$ cat src/rtl/mwx_pkg.sv
package mwx_pkg;
  localparam int NUM_WIN   = 3;
  localparam int WIN_W     = 2;
  localparam int PCI_AW    = 32;
  localparam int REG_AW    = 12;
  localparam int NIB_W     = 4;
  localparam logic [REG_AW-1:0] XLAT_BASE = 12'h010;
  localparam logic [1:0] SIZE_WORD = 2'b10;

  typedef logic [PCI_AW-1:0] word_t;

  function automatic word_t win_size(input logic variant, input int idx);
    word_t s;
    if (!variant) begin
      case (idx)
        0:       s = 32'h0C00_0000;
        default: s = 32'h1000_0000;
      endcase
    end else begin
      case (idx)
        0:       s = 32'h0100_0000;
        1:       s = 32'h0400_0000;
        default: s = 32'h0800_0000;
      endcase
    end
    return s;
  endfunction
endpackage

$ cat src/rtl/mwx_regfile.sv
module mwx_regfile
  import mwx_pkg::*;
(
  input  logic                      clk,
  input  logic                      rst_n,
  input  logic                      req,
  input  logic                      wr,
  input  logic [1:0]                size,
  input  logic [REG_AW-1:0]         addr,
  input  word_t                     wdata,
  output logic                      rsp_valid,
  output word_t                     rsp_rdata,
  output logic                      rsp_err,
  output logic [NUM_WIN-1:0][PCI_AW-1:0] xlat
);
  localparam int IDX_W = REG_AW - 2;
  localparam logic [IDX_W-1:0] LAST_IDX = IDX_W'(NUM_WIN);

  logic [REG_AW-1:0] rel;
  logic [IDX_W-1:0]  idx;
  logic              hit_dec;
  logic              ok;
  word_t             rd_mux;

  assign rel     = addr - XLAT_BASE;
  assign idx     = rel[REG_AW-1:2];
  assign hit_dec = (addr >= XLAT_BASE) && (rel[1:0] == 2'b00) && (idx < LAST_IDX);
  assign ok      = hit_dec && (size == SIZE_WORD);

  always_comb begin
    rd_mux = '0;
    for (int i = 0; i < NUM_WIN; i++)
      if (idx == IDX_W'(i)) rd_mux = xlat[i];
  end

  always_ff @(posedge clk) begin
    if (!rst_n) begin
      xlat      <= '0;
      rsp_valid <= 1'b0;
      rsp_rdata <= '0;
      rsp_err   <= 1'b0;
    end else begin
      rsp_valid <= req;
      rsp_err   <= req && !ok;
      rsp_rdata <= (req && ok && !wr) ? rd_mux : '0;
      if (req && ok && wr)
        for (int i = 0; i < NUM_WIN; i++)
          if (idx == IDX_W'(i)) xlat[i] <= wdata;
    end
  end
endmodule

$ cat src/rtl/mwx_xlate.sv
module mwx_xlate
  import mwx_pkg::*;
(
  input  logic                           variant,
  input  logic [NUM_WIN-1:0][PCI_AW-1:0] xlat,
  input  logic [WIN_W-1:0]               win,
  input  word_t                          off,
  output word_t                          addr,
  output logic                           hit
);
  word_t bases [NUM_WIN];
  word_t sizes [NUM_WIN];

  for (genvar g = 0; g < NUM_WIN; g++) begin : g_win
    word_t nib_base, mask_base;
    assign sizes[g]  = win_size(variant, g);
    assign nib_base  = {xlat[g][NIB_W-1:0], {(PCI_AW-NIB_W){1'b0}}};
    assign mask_base = xlat[g] & ~(sizes[g] - 32'd1);
    assign bases[g]  = variant ? mask_base : nib_base;
  end

  word_t sel_base, sel_size;
  logic  sel_ok;
  always_comb begin
    sel_base = '0;
    sel_size = '0;
    sel_ok   = 1'b0;
    for (int i = 0; i < NUM_WIN; i++)
      if (win == WIN_W'(i)) begin
        sel_base = bases[i];
        sel_size = sizes[i];
        sel_ok   = 1'b1;
      end
  end

  assign addr = sel_base + off;
  assign hit  = sel_ok && (off < sel_size);
endmodule

$ cat src/rtl/mwx_out_stage.sv
module mwx_out_stage #(
  parameter int W = 33
) (
  input  logic         clk,
  input  logic         rst_n,
  input  logic         in_valid,
  output logic         in_ready,
  input  logic [W-1:0] in_data,
  output logic         out_valid,
  input  logic         out_ready,
  output logic [W-1:0] out_data
);
  assign in_ready = !out_valid || out_ready;

  always_ff @(posedge clk) begin
    if (!rst_n) begin
      out_valid <= 1'b0;
      out_data  <= '0;
    end else if (in_ready) begin
      out_valid <= in_valid;
      if (in_valid) out_data <= in_data;
    end
  end
endmodule

$ cat src/rtl/mem_window_xlate.sv
module mem_window_xlate
  import mwx_pkg::*;
(
  input  logic              clk,
  input  logic              rst_n,
  input  logic              variant_sel,
  input  logic              reg_req,
  input  logic              reg_wr,
  input  logic [1:0]        reg_size,
  input  logic [REG_AW-1:0] reg_addr,
  input  logic [31:0]       reg_wdata,
  output logic              rsp_valid,
  output logic [31:0]       rsp_rdata,
  output logic              rsp_err,
  input  logic              lk_valid,
  output logic              lk_ready,
  input  logic [WIN_W-1:0]  lk_win,
  input  logic [31:0]       lk_off,
  output logic              rs_valid,
  input  logic              rs_ready,
  output logic [31:0]       rs_addr,
  output logic              rs_hit
);
  logic [NUM_WIN-1:0][PCI_AW-1:0] xlat;
  word_t xl_addr;
  logic  xl_hit;

  mwx_regfile u_regs (
    .clk(clk), .rst_n(rst_n), .req(reg_req), .wr(reg_wr), .size(reg_size),
    .addr(reg_addr), .wdata(reg_wdata), .rsp_valid(rsp_valid),
    .rsp_rdata(rsp_rdata), .rsp_err(rsp_err), .xlat(xlat)
  );

  mwx_xlate u_xlate (
    .variant(variant_sel), .xlat(xlat), .win(lk_win), .off(lk_off),
    .addr(xl_addr), .hit(xl_hit)
  );

  mwx_out_stage #(.W(PCI_AW + 1)) u_out (
    .clk(clk), .rst_n(rst_n), .in_valid(lk_valid), .in_ready(lk_ready),
    .in_data({xl_hit, xl_addr}), .out_valid(rs_valid), .out_ready(rs_ready),
    .out_data({rs_hit, rs_addr})
  );
endmodule

$ cat config.mk
export PLATFORM = sky130hd
export DESIGN_NAME = mem_window_xlate
export DESIGN_NICKNAME = d
export VERILOG_FILES = /design/src/rtl/mwx_pkg.sv /design/src/rtl/mwx_regfile.sv /design/src/rtl/mwx_xlate.sv /design/src/rtl/mwx_out_stage.sv /design/src/rtl/mem_window_xlate.sv
export SDC_FILE = /design/constraint.sdc
export NUM_CORES = 1
export LEC_CHECK = 0
export ABC_CLOCK_PERIOD_IN_PS = 3300
export BUFFER_PORTS_ARGS = -buffer_cell sky130_fd_sc_hd__buf_2
export CORE_ASPECT_RATIO = 2
export CORE_MARGIN = 2
export CORE_UTILIZATION = 55
export DETAILED_ROUTE_END_ITERATION = 12
export PLACE_DENSITY_LB_ADDON = 0.3
export REMOVE_ABC_BUFFERS = 1
export SKIP_CTS_REPAIR_TIMING = 1
export SYNTH_ARGS = -nofsm -noshare
export SYNTH_HDL_FRONTEND = slang
export SYNTH_HIERARCHICAL = 1
export SYNTH_SLANG_ARGS = --single-unit
$ cat constraint.sdc
create_clock -name clk -period 3.3 [get_ports clk]
set_input_delay 0.165 -clock clk [delete_from_list [all_inputs] [get_ports clk]]
set_output_delay 0.165 -clock clk [all_outputs]
set_load 0.005 [all_outputs]
# [Word level (Yosys, flattened, before mapping)]
# Cells that the tools add are included.
[word_totals] elab_cells=65 input_bits=87 register_bits=164 out_inout_bits=69
[classes] n_eq_ne=5 reduce_logical=20 add_sub_neg=5 magnitude_cmp=3 bitwise=6 mux=18
[ops] operator="$mux 32" count=9
[ops] operator="$mux 29" count=4
[ops] operator="$and 32x32->32" count=3
[ops] operator="$not 32->32" count=3
[ops] operator="$sub 29x1->30 const B" count=2
[ops] operator="$mux 28" count=2
[ops] operator="$add 32x32->32" count=1
[ops] operator="$lt 32x29->1" count=1
[ops] operator="$sub 28x1->29 const B" count=1
[ops] operator="$ge 12x5->1 const B" count=1
[ops] operator="$sub 12x5->12 const B" count=1
[ops] operator="$eq 10x1->1 const B" count=1
[ops] operator="$eq 10x2->1 const B" count=1
[ops] operator="$logic_not 10->1" count=1
[ops] operator="$lt 10x2->1 const B" count=1
[ops] operator="$reduce_and 2->1" count=5
[ops] operator="$logic_and 1x1->1" count=8
[ops] operator="$eq 2x2->1 const B" count=2
[ops] operator="$logic_not 2->1" count=2
[ops] operator="$logic_not 1->1" count=3
[ops] operator="$mux 1" count=3
[ops] operator="$eq 2x1->1 const B" count=1
[ops] operator="$logic_or 1x1->1" count=1

# [Longest topological paths before layout]
# Gate-level depths: netlist of the first run.
[depth] ltp_word=9 mapped_depth=13 ltp_nobuf=12

# [By module]
# The synthesis of the first run kept the hierarchy.
[by_module_without_submodules] mod="mwx_regfile" cells_each=545 instances=1 area_per_inst_um2=5142.4 seq_area_each_um2=2602.5
[by_module_without_submodules] mod="mwx_out_stage" cells_each=148 instances=1 area_per_inst_um2=1395.1 seq_area_each_um2=680.7
[by_module_without_submodules] mod="mwx_xlate" cells_each=118 instances=1 area_per_inst_um2=923.4 seq_area_each_um2=0.0

# [Least setup slack after synthesis of the first run]
# No wires, ideal clock.
[synth_path] path_type="input port to flip-flop" startpoint="in variant_sel" endpoint="reg u_out.out_data[31]" required_ns=3.228 path_buffers=1 slack_ns=0.914 cell_stages=11 arrival_ns=2.315 path_cell_list="buf_2 -> mux4_2 -> inv_1 -> o22ai_1 -> ha_1 -> and3_1 -> a221o_1 -> o41ai_2 -> xor2_1 -> nand2_1 -> mux2i_1"
[synth_between] elab_chain_cells=9 word_cells_on_any_way=19 classes_between="add/sub (4); mux (9); bitwise (6)"
[synth_lines] element="start: declaration" line_no="mem_window_xlate.sv:6" source="input logic variant_sel,"
[synth_lines] element="$mux 28" line_no="mwx_pkg.sv:14" source="if (!variant) begin"
[synth_lines] element="$sub 28x1->29" line_no="mwx_xlate.sv:18" source="assign mask_base = xlat[g] & ~(sizes[g] - 32'd1);"
[synth_lines] element="$not 32->32" line_no="mwx_xlate.sv:18"
[synth_lines] element="$and 32x32->32" line_no="mwx_xlate.sv:18"
[synth_lines] element="$mux 32" line_no="mwx_xlate.sv:19" source="assign bases[g] = variant ? mask_base : nib_base;"
[synth_lines] element="$mux 32 (2 in series)" line_no="mwx_xlate.sv:29" source="if (win == WIN_W'(i)) begin"
[synth_lines] element="$mux 32 (*)" line_no="mwx_xlate.sv:29"
[synth_lines] element="$add 32x32->32 (*)" line_no="mwx_xlate.sv:36" source="assign addr = sel_base + off;"
[synth_lines] element="net xl_addr[31]" line_no="mem_window_xlate.sv:25" source="word_t xl_addr;"
[synth_lines] element="end signal: assignment" line_no="mwx_out_stage.sv:21" source="if (in_valid) out_data <= in_data;"
[synth_lines] element="end: declaration" line_no="mwx_out_stage.sv:11" source="output logic [W-1:0] out_data"
# Mark *: on every way through the listed nets, which the timed path passes. The rest lies on a longest branch.
# A chain may end at the register's enable or synchronous reset.

# [Worst setup path after layout of the first run]
[layout_path] startpoint="reg u_regs/xlat[60] in the netlist's numbering" endpoint="reg u_out.out_data[31]"
[layout_between] elab_chain_cells=5
[layout_lines] element="start: declaration" line_no="mwx_regfile.sv:14" source="output logic [NUM_WIN-1:0][PCI_AW-1:0] xlat"
[layout_lines] element="start signal: indexed assignment" line_no="mwx_regfile.sv:48" source="if (idx == IDX_W'(i)) xlat[i] <= wdata;"
[layout_lines] element="$and 32x32->32" line_no="mwx_xlate.sv:18"
[layout_lines] element="$mux 32" line_no="mwx_xlate.sv:19"
[layout_lines] element="$mux 32 (2 in series)" line_no="mwx_xlate.sv:29"
[layout_lines] element="$add 32x32->32" line_no="mwx_xlate.sv:36"
[layout_lines] element="net xl_addr[31]" line_no="mem_window_xlate.sv:25"
# The timed path passes the listed nets, and every way through them passes these cells.

==> flow_summary.toml, run 1 <==
[synthesis]
netlist.area_leader.share_pct = 44.0
synthCells = 811
synthFlopType = "dfxtp_1"
synth.mux.area_fraction_pct = 19.6
syn_area_um2 = 7460
yosys-top-cells-count = "nand2_1, dfxtp_1, mux2i_1"
synth_xor_area_share_pct = 0.704
async_flop_share_pct = 0
synth_compound_area_share_pct = 8.74
synthTopCellsByArea = "dfxtp_1, mux2i_1, nand2_1, o211a_1, buf_4"
synth.most_common_cell = "nand2_1"
synth-seq-cells = 164
synth_fa_ha_area_share_pct = 1.95
synth_cell_types = 51
yosysTopAreaCell = "dfxtp_1"
syn_avg_cell_area_um2 = 9.20
synth-simple-area-share_pct = 17.5
ys_seq_area_share_pct = 44.0
synth_top_family_by_area = "multiplexers"
yosys_warnings = 6
synth-edff-count = 0

[timing]
finalSetupViolCount = 0
period_needed_ps = 2500
rsz0062_at_grt = "false"
slew_headroom_pct = 50.3
finalSetupTns_ps = 0
hold_slack_ps = -6.88
fin_skew_ps = 7.63
timing.final.crit_share_pct = 75.7
max_freq_ghz = 0.400
final-hold-violation-count = 4
worstMarginPinSlew_ps = 746
drv_slew = 0

[place]
dp_hpwl_um = 10900
gp_congestion = 0.771
postPlaceCellArea_um2 = 8030
io_buffers = 155

[pwr]
p_int_mw = 3.15
ir_worst_vdd_v = 0.000409
p_per_area_nw_per_um2 = 481
leakage_nw = 4.16
power_mw = 4.18
switching_share_pct = 24.6
clkPwrFrac_pct = 44.2
comb_power_share_pct = 7.5
sequentialPowerShare_pct = 48.3
switching_power_mw = 1.03

[detailed_routing]
vias_per_cell = 5.39
postRouteAntennaNets = 0
vias = 5874
wl_per_cell_um = 15.2
first_pass_iters = 4
drt_iter0_drc = 339
drcViolationCount = 0
wl_um = 16500

[critical_path]
cp-end-kind = "flip-flop"
required_ps = 3640
r2r_slack_ps = 800
cp_data_arrival_time_ps = 2840
critPathMaxFanout = 6
r2r_start = "u_regs/xlat[60]"
r2r_cells = 10
cp-start-kind = "flip-flop"
r2r_end = "u_out/out_data[31]"
crit_type = "flip-flop to flip-flop"

[clock_network]
insertion_delay_ps = 410
cts.sinks = 164
clk_pin_slew_ps = 60
clockRootBuffer = "clkbuf_16"
ctsHtreeMaxLevel = 4
cts_inserted_buffers = 17
cts_tree = "done"
cts_buffer_depth = 2

[floorplanning]
initial_core_util_pct = 55.8
die_area_um2 = 14600
die_w_um = 86.4
ios = 156
core.rowCount = 60
core_um2 = 13400
die_h_um = 169

[worst_hold_path]
min_to = "u_out/out_data[12]"
holdPathStages = 3
worstHoldStart = "lk_off[12]"
hold_path.class = "primary input to flip-flop"

[cells_and_area]
nets = 1019
area_delta_synth_final_pct = 16.4
drive_gt1_share_pct = 22.5
n_antenna_cell = 0
post-route-util_pct = 65.0
fin_area_um2 = 8690

[run]
timing.max_cap.violations = 0

[grt]
grt_first_pass_wirelength_um = 26200
antenna_found_initial = 0
grt_pass1_vias = 5642
grt_overflow_total = 0
groute.usage.overall_pct = 22.4
grt_max_degree = 148

[run_status]
outcome = "complete, but fails checks"
violations = "hold timing"
[worst max path at each step]
stage	from	end	slack, ps	depth (start not counted)
5_1_grt	u_regs/xlat[32]	u_out/out_data[31]	660	10
3_3_place_gp	variant_sel	u_out/out_data[31]	570	11
2_1_floorplan	reg_addr[2]	u_regs/xlat[32]	-1900	3
4_1_cts	u_regs/xlat[60]	u_out/out_data[31]	800	10
6_report	u_regs/xlat[60]	u_out/out_data[31]	800	10
3_5_place_dp	variant_sel	u_out/out_data[31]	530	11
[flip-flops by register name, indices dropped and copies added, names as in the netlist]
register and flops:
u_regs/rsp_rdata 32, u_out/out_valid 1, u_regs/rsp_valid 1, u_regs/xlat 96
u_out/out_data 33, u_regs/rsp_err 1
[worst max-delay path: stages (launching register included)]
cell and delay, ps:
dfxtp_1 320, mux4_2 460, inv_1 70, o22ai_1 70
ha_1 360, and3_1 170, a221o_1 360, o41ai_2 250
xor2_1 180, nand2_1 60, mux2i_1 130
[cell type report]
| cell class | instances | area [um2] |
|---|---|---|
| clock buffer | 19 | 443 |
| fill | 1140 | 4680 |
| inverter | 11 | 41.3 |
| tap | 155 | 194 |
| sequential | 164 | 3280 |
| clock inverter | 13 | 113 |
| multi-input combinational | 552 | 3640 |
| timing repair buffer | 175 | 970 |
[layout by cell type (no fill, tap or decap), types with 2 or more instances in the layout]
cell type / count
and3_1: 4
a31oi_1: 2
clkbuf_16: 17
nor2_1: 37
o21a_1: 2
inv_8: 2
nor2b_1: 4
nand2_1: 230
buf_2: 154
mux4_2: 3
dfxtp_1: 164
nor3b_1: 3
o21ai_0: 33
and2_1: 2
nand3b_1: 2
o211a_1: 32
nor3_1: 3
inv_6: 7
o22ai_1: 4
xnor2_1: 5
mux2i_1: 139
clkinvlp_4: 2
buf_4: 9
a21o_1: 2
nand2b_1: 6
dlygate4sd3_1: 10
inv_1: 11
ha_1: 10
or3_1: 2
[cell families (layout without fill, tap and decap cells)]
family | Yosys count | in the layout
buffers and inverters | 95 | 218
AO/OA/AOI/OAI | 86 | 86
XOR/XNOR | 6 | 6
adder cells (fa/ha/maj) | 11 | 11
multiplexers | 142 | 142
AND/OR/NAND/NOR | 307 | 307
flip-flops | 164 | 164
[per-layer routing]
metal  GRT usage (%)  up-vias  wire [um]
met4            7.27        0        201
met3            3.90       17        769
met1            25.1     2769       6750
met2            41.6      170       8790
li1                -     2918          -
met5               0        -          0
[per-stage QoR]
step / setup WS, ps / hold WS (ps) / std cells
after floorplan: -1900 / 286 / 727
after global placement: 575 / 415 / 1047
after detailed placement: 533 / 418 / 1047
after CTS: 798 / -22.5 / 1079
after global routing: 661 / 1.01 / 1089
final: 802 / -6.88 / 1089
[power groups by stage]
stage | clock, mW | sequential (mW) | combinational [mW]
3_5_place_dp | 0 | 2.06 | 0.308
3_3_place_gp | 0 | 2.06 | 0.304
2_1_floorplan | 0 | 2.07 | 0.125
4_1_cts | 1.89 | 2.02 | 0.310
5_1_grt | 1.98 | 2.02 | 0.348
6_report | 1.85 | 2.02 | 0.315
Power figures use the tool's default switching activity.
==> inputs of run 2 (changes only) <==
- ABC_AREA: default -> 1
- ABC_CLOCK_PERIOD_IN_PS: 3300 -> 2500
- CORE_UTILIZATION: 55 -> 56
- clock period: 3.3 -> 2.5 ns (I/O delays scaled with it)
==> flow_summary.toml, run 2 <==
[cells_and_area]
fin_area_um2 = 9680
top_register = "u_regs/xlat"
area_delta_synth_final_pct = 18.1
n_antenna_cell = 0
final_common_cell = "nand2_1"
largest_reg_flops = 96
nets = 1519
layout_common_cells = "nand2_1, nor2_1, inv_1"
largest_registers = "u_regs/xlat (96), u_out/out_data (33), u_regs/rsp_rdata (32)"
drive_gt1_share_pct = 16.4

[timing]
hold_slack_ps = -23.2
slew_headroom_pct = 24.6
finalSetupViolCount = 0
setup_ws_ps = 446
fin_skew_ps = 7.34
timing.final.crit_share_pct = 82.1
final-hold-violation-count = 13
drv_slew = 0
worstMarginPinSlew_ps = 1130
finalSetupTns_ps = 0
max_freq_ghz = 0.487
rsz0062_at_grt = "false"
period_needed_ps = 2050

[floorplanning]
die_w_um = 89.6
ios = 156
initial_core_util_pct = 57.1
die_area_um2 = 15700
die_h_um = 175
core.rowCount = 62
core_um2 = 14400

[place]
dp_hpwl_um = 13100
gp_congestion = 0.898
dp_slack_ps = 279
postPlaceCellArea_um2 = 8840
io_buffers = 155

[detailed_routing]
postRouteAntennaNets = 0
first_pass_iters = 7
wl_um = 19600
drt_iter0_drc = 475
drcViolationCount = 0
vias = 7985
vias_per_cell = 4.91
wl_per_cell_um = 12.1

[synthesis]
yosysTopAreaCell = "dfxtp_1"
synth.most_common_cell = "nand2_1"
synthCells = 1293
syn_area_um2 = 8200
syn_avg_cell_area_um2 = 6.34
ys_seq_area_share_pct = 40.0
synthFlopType = "dfxtp_1"
synth-edff-count = 0
yosys_warnings = 6
yosys-top-cells-count = "nand2_1, nor2_1, inv_1"
synth-seq-cells = 164
async_flop_share_pct = 0
synth_cell_types = 31
netlist.area_leader.share_pct = 40.0
synthTopCellsByArea = "dfxtp_1, nand2_1, nor2_1, inv_1, nand3_1"

[clock_network]
clk_pin_slew_ps = 60
cts_inserted_buffers = 17
ctsHtreeMaxLevel = 4
clockRootBuffer = "clkbuf_16"
cts.sinks = 164
cts_tree = "done"
insertion_delay_ps = 430
cts_buffer_depth = 2

[worst_hold_path]
hold_path.class = "primary input to flip-flop"

[pwr]
leakage_nw = 5.61
ir_worst_vdd_v = 0.000524
p_per_area_nw_per_um2 = 586

[critical_path]
critPathMaxFanout = 3
cp_data_arrival_time_ps = 2410
required_ps = 2860
crit_type = "flip-flop to flip-flop"
cp-start-kind = "flip-flop"
cp-end-kind = "flip-flop"

[grt]
groute.usage.overall_pct = 25.0
antenna_found_initial = 0
grt_pass1_vias = 7050
grt_max_degree = 69
grt_overflow_total = 0
grt_first_pass_wirelength_um = 31200

[run_status]
outcome = "complete, but fails checks"
violations = "hold timing"

[run]
timing.max_cap.violations = 0
==> run 2: cell count changes after synthesis, sizes merged, moves of 32 or more <==
| cell | delta |
|---|---|
| mux2i | -139 |
| o211a | -32 |
| nor2 | +214 |
| a21oi | +77 |
| nand2 | +121 |
| nand3 | +118 |
| inv | +191 |
==> run 2: metal layers <==
layer,track usage [%],up-vias,part of all wire [%]
met1,26.6,3581,39
met4,12.2,0,2.8
li1,-,4110,-
met5,0,-,0
met3,4.87,41,5.3
met2,45.0,253,52
==> run 2: cell type report <==
type / instances / area [um2]
Inverter: 202 / 758
Sequential cell: 164 / 3280
Timing Repair Buffer: 201 / 1190
Fill cell: 1318 / 4670
Tap cell: 192 / 240
Multi-Input combinational cell: 835 / 3630
Clock inverter: 15 / 145
Clock buffer: 17 / 425
==> run 2: metrics by stage <==
stage / std cells / total power, mW / utilization [%]
after floorplan: 1201 / 2.95 / -
after global placement: 1567 / 3.17 / 61.6
after detailed placement: 1567 / 3.18 / 61.6
after CTS: 1599 / 5.70 / 65.6
after global routing: 1626 / 5.90 / 67.4
final: 1626 / 5.67 / 67.4
==> run 2: cell families after synthesis <==
logic type / count (synthesis) / share of synthesized area, %
simple gates: 727 / 36.1
buf+inv: 294 / 15.7
flops: 164 / 40.0
compound gates: 92 / 5.88
fa+ha+maj: 11 / 1.77
xor+xnor: 5 / 0.534
==> run 2: worst max-delay path, stage by stage (launching register included) <==
cell	delay (ps)
dfxtp_1	400
nand2_1	70
nor2_1	160
ha_1	190
inv_1	50
fa_1	390
inv_1	90
nand4_1	90
nand3_1	110
xor2_1	150
inv_1	50
nand3_1	70
nand2_1	70
nor2_1	100
==> run 2: final timing paths <==
kind | end | depth (start not counted) | start | slack (ps)
hold / removal | u_regs/xlat[85] | 3 | reg_wdata[21] | -20
hold reg to reg | u_out/out_data[15] | 2 | u_out/out_data[15] | 470
setup / recovery | u_out/out_data[30] | 13 | u_regs/xlat[24] | 450
setup reg to reg | u_out/out_data[30] | 13 | u_regs/xlat[24] | 450
==> run 2: power by group <==
part           total, mW  internal, mW  switching, mW
logic              0.479         0.206          0.273
clock network       2.51          1.40           1.12
registers           2.68          2.66         0.0201
total               5.67          4.26           1.41
==> inputs of run 3 (changes only) <==
- ABC_CLOCK_PERIOD_IN_PS: 2500 -> 1800
- CORE_UTILIZATION: 56 -> 50
- clock period: 2.5 -> 1.8 ns (I/O delays scaled with it)
==> flow_summary.toml, run 3 (synthesized netlist as in run 2, its figures left out) <==
[clock_network]
ctsHtreeMaxLevel = 4
insertion_delay_ps = 430
clockRootBuffer = "clkbuf_16"
cts_inserted_buffers = 17
cts_tree = "done"
cts_buffer_depth = 2
clk_pin_slew_ps = 60
cts.sinks = 164

[critical_path]
r2r_slack_ps = -130
cp-start-kind = "flip-flop"
crit_type = "flip-flop to flip-flop"
r2r_cells = 15
worst_path_most_repeated_cell = "nand2_1"
required_ps = 2160
crit_chain = "nand2_1 > a21oi_1 > o21ai_1 > a21oi_2 > ha_1 > a21o_1 > nand2_1 > nand3_2 > inv_2 > nand3_2 > nand2_1 > inv_1 > nand3_1 > nand2_1 > nor2_1"
cp_data_arrival_time_ps = 2300
cp-end-kind = "flip-flop"
critPathMaxFanout = 4
critPathMaxStageDelay_ps = 340
slowest_stage = "ha_1"

[grt]
antenna_found_initial = 0
grt_max_degree = 68
grt_pass1_vias = 7411
groute.usage.overall_pct = 24.1
grt_first_pass_wirelength_um = 33600
grt_overflow_total = 0

[detailed_routing]
wl_um = 21100
wl_per_cell_um = 12.6
postRouteAntennaNets = 0
drt_iter0_drc = 494
drcViolationCount = 0
first_pass_iters = 5
vias_per_cell = 4.86
vias = 8150

[pwr]
ir_worst_vdd_v = 0.000616
leakage_nw = 5.91
power_mw = 8.28
p_per_area_nw_per_um2 = 808

[cells_and_area]
finalNonFillerCells = 1678
post-route-util_pct = 63.3
top_register = "u_regs/xlat"
largest_reg_flops = 96
final_common_cell = "nand2_1"
fin_area_um2 = 10200
largest_registers = "u_regs/xlat (96), u_out/out_data (33), u_regs/rsp_rdata (32)"
nets = 1559
drive_gt1_share_pct = 19.5
area_delta_synth_final_pct = 25.0
n_antenna_cell = 0
layout_common_cells = "nand2_1, nor2_1, inv_1"

[worst_hold_path]
hold_path.class = "primary input to flip-flop"
holdPathStages = 5

[floorplanning]
die_area_um2 = 17500
initial_core_util_pct = 50.6
die_h_um = 185
core.rowCount = 66
core_um2 = 16200
ios = 156
die_w_um = 94.5

[place]
io_buffers = 155
dp_slack_ps = -276
placedCellCount = 1613
postPlaceCellArea_um2 = 9230
dp_hpwl_um = 14000
gp_congestion = 0.875

[timing]
final-hold-violation-count = 20
worstMarginPinSlew_ps = 571
timing.final.crit_share_pct = 107
finalSetupTns_ps = -211
hold_slack_ps = -19.4
fin_skew_ps = 6.21
finalSetupViolCount = 4
max_freq_ghz = 0.517
drv_slew = 0
setup_ws_ps = -133
period_needed_ps = 1930
slew_headroom_pct = 61.9
rsz0062_at_grt = "true"

[run_status]
violations = "hold timing, setup timing"
outcome = "complete, but fails checks"

[run]
timing.max_cap.violations = 0
==> run 3: cell count changes in the layout (fill, tap and decap cells not counted), moves of 5 or more <==
cell           delta
dfxtp_1           -5
buf_4            +22
inv_6             -6
buf_12           +10
dfxtp_2           +5
dlygate4sd3_1     +6
==> run 3: final cells by class <==
| cell class | instances | area [um2] |
|---|---|---|
| flip-flops and latches | 164 | 3290 |
| repair buffers | 241 | 1640 |
| well taps | 204 | 255 |
| clock buffers | 22 | 464 |
| multi-input cells | 835 | 3690 |
| clock inverters | 10 | 154 |
| inverters | 202 | 758 |
| fillers | 1544 | 5940 |
==> run 3: final timing paths <==
| kind | start | to |
|---|---|---|
| min reg2reg | u_out/out_data[29] | u_out/out_data[29] |
| max reg2reg | u_regs/xlat[28] | u_out/out_data[31] |
| max | u_regs/xlat[28] | u_out/out_data[31] |
| min | lk_off[15] | u_out/out_data[15] |
==> run 3: per-layer routing <==
layer	share of wire, %	GRT usage [%]	routed length (um)
met2	54	45.4	11300
met3	5.2	4.76	1100
met4	2.5	9.91	523
met1	39	25.5	8160
met5	0	0	0
==> run 3: critical path: cells and delay by family (launching register included) <==
| kind | cells | cell delay, ps |
|---|---|---|
| compound gates | 4 | 510 |
| fa+ha+maj | 1 | 340 |
| buf+inv | 2 | 120 |
| flops | 1 | 320 |
| simple gates | 8 | 610 |
==> run 3: report_power, final <==
part	internal, mW	total [mW]	switching [mW]
combinational	0.337	0.739	0.402
sequential	3.69	3.72	0.0277
clock	2.39	3.82	1.44
total	6.42	8.28	1.87
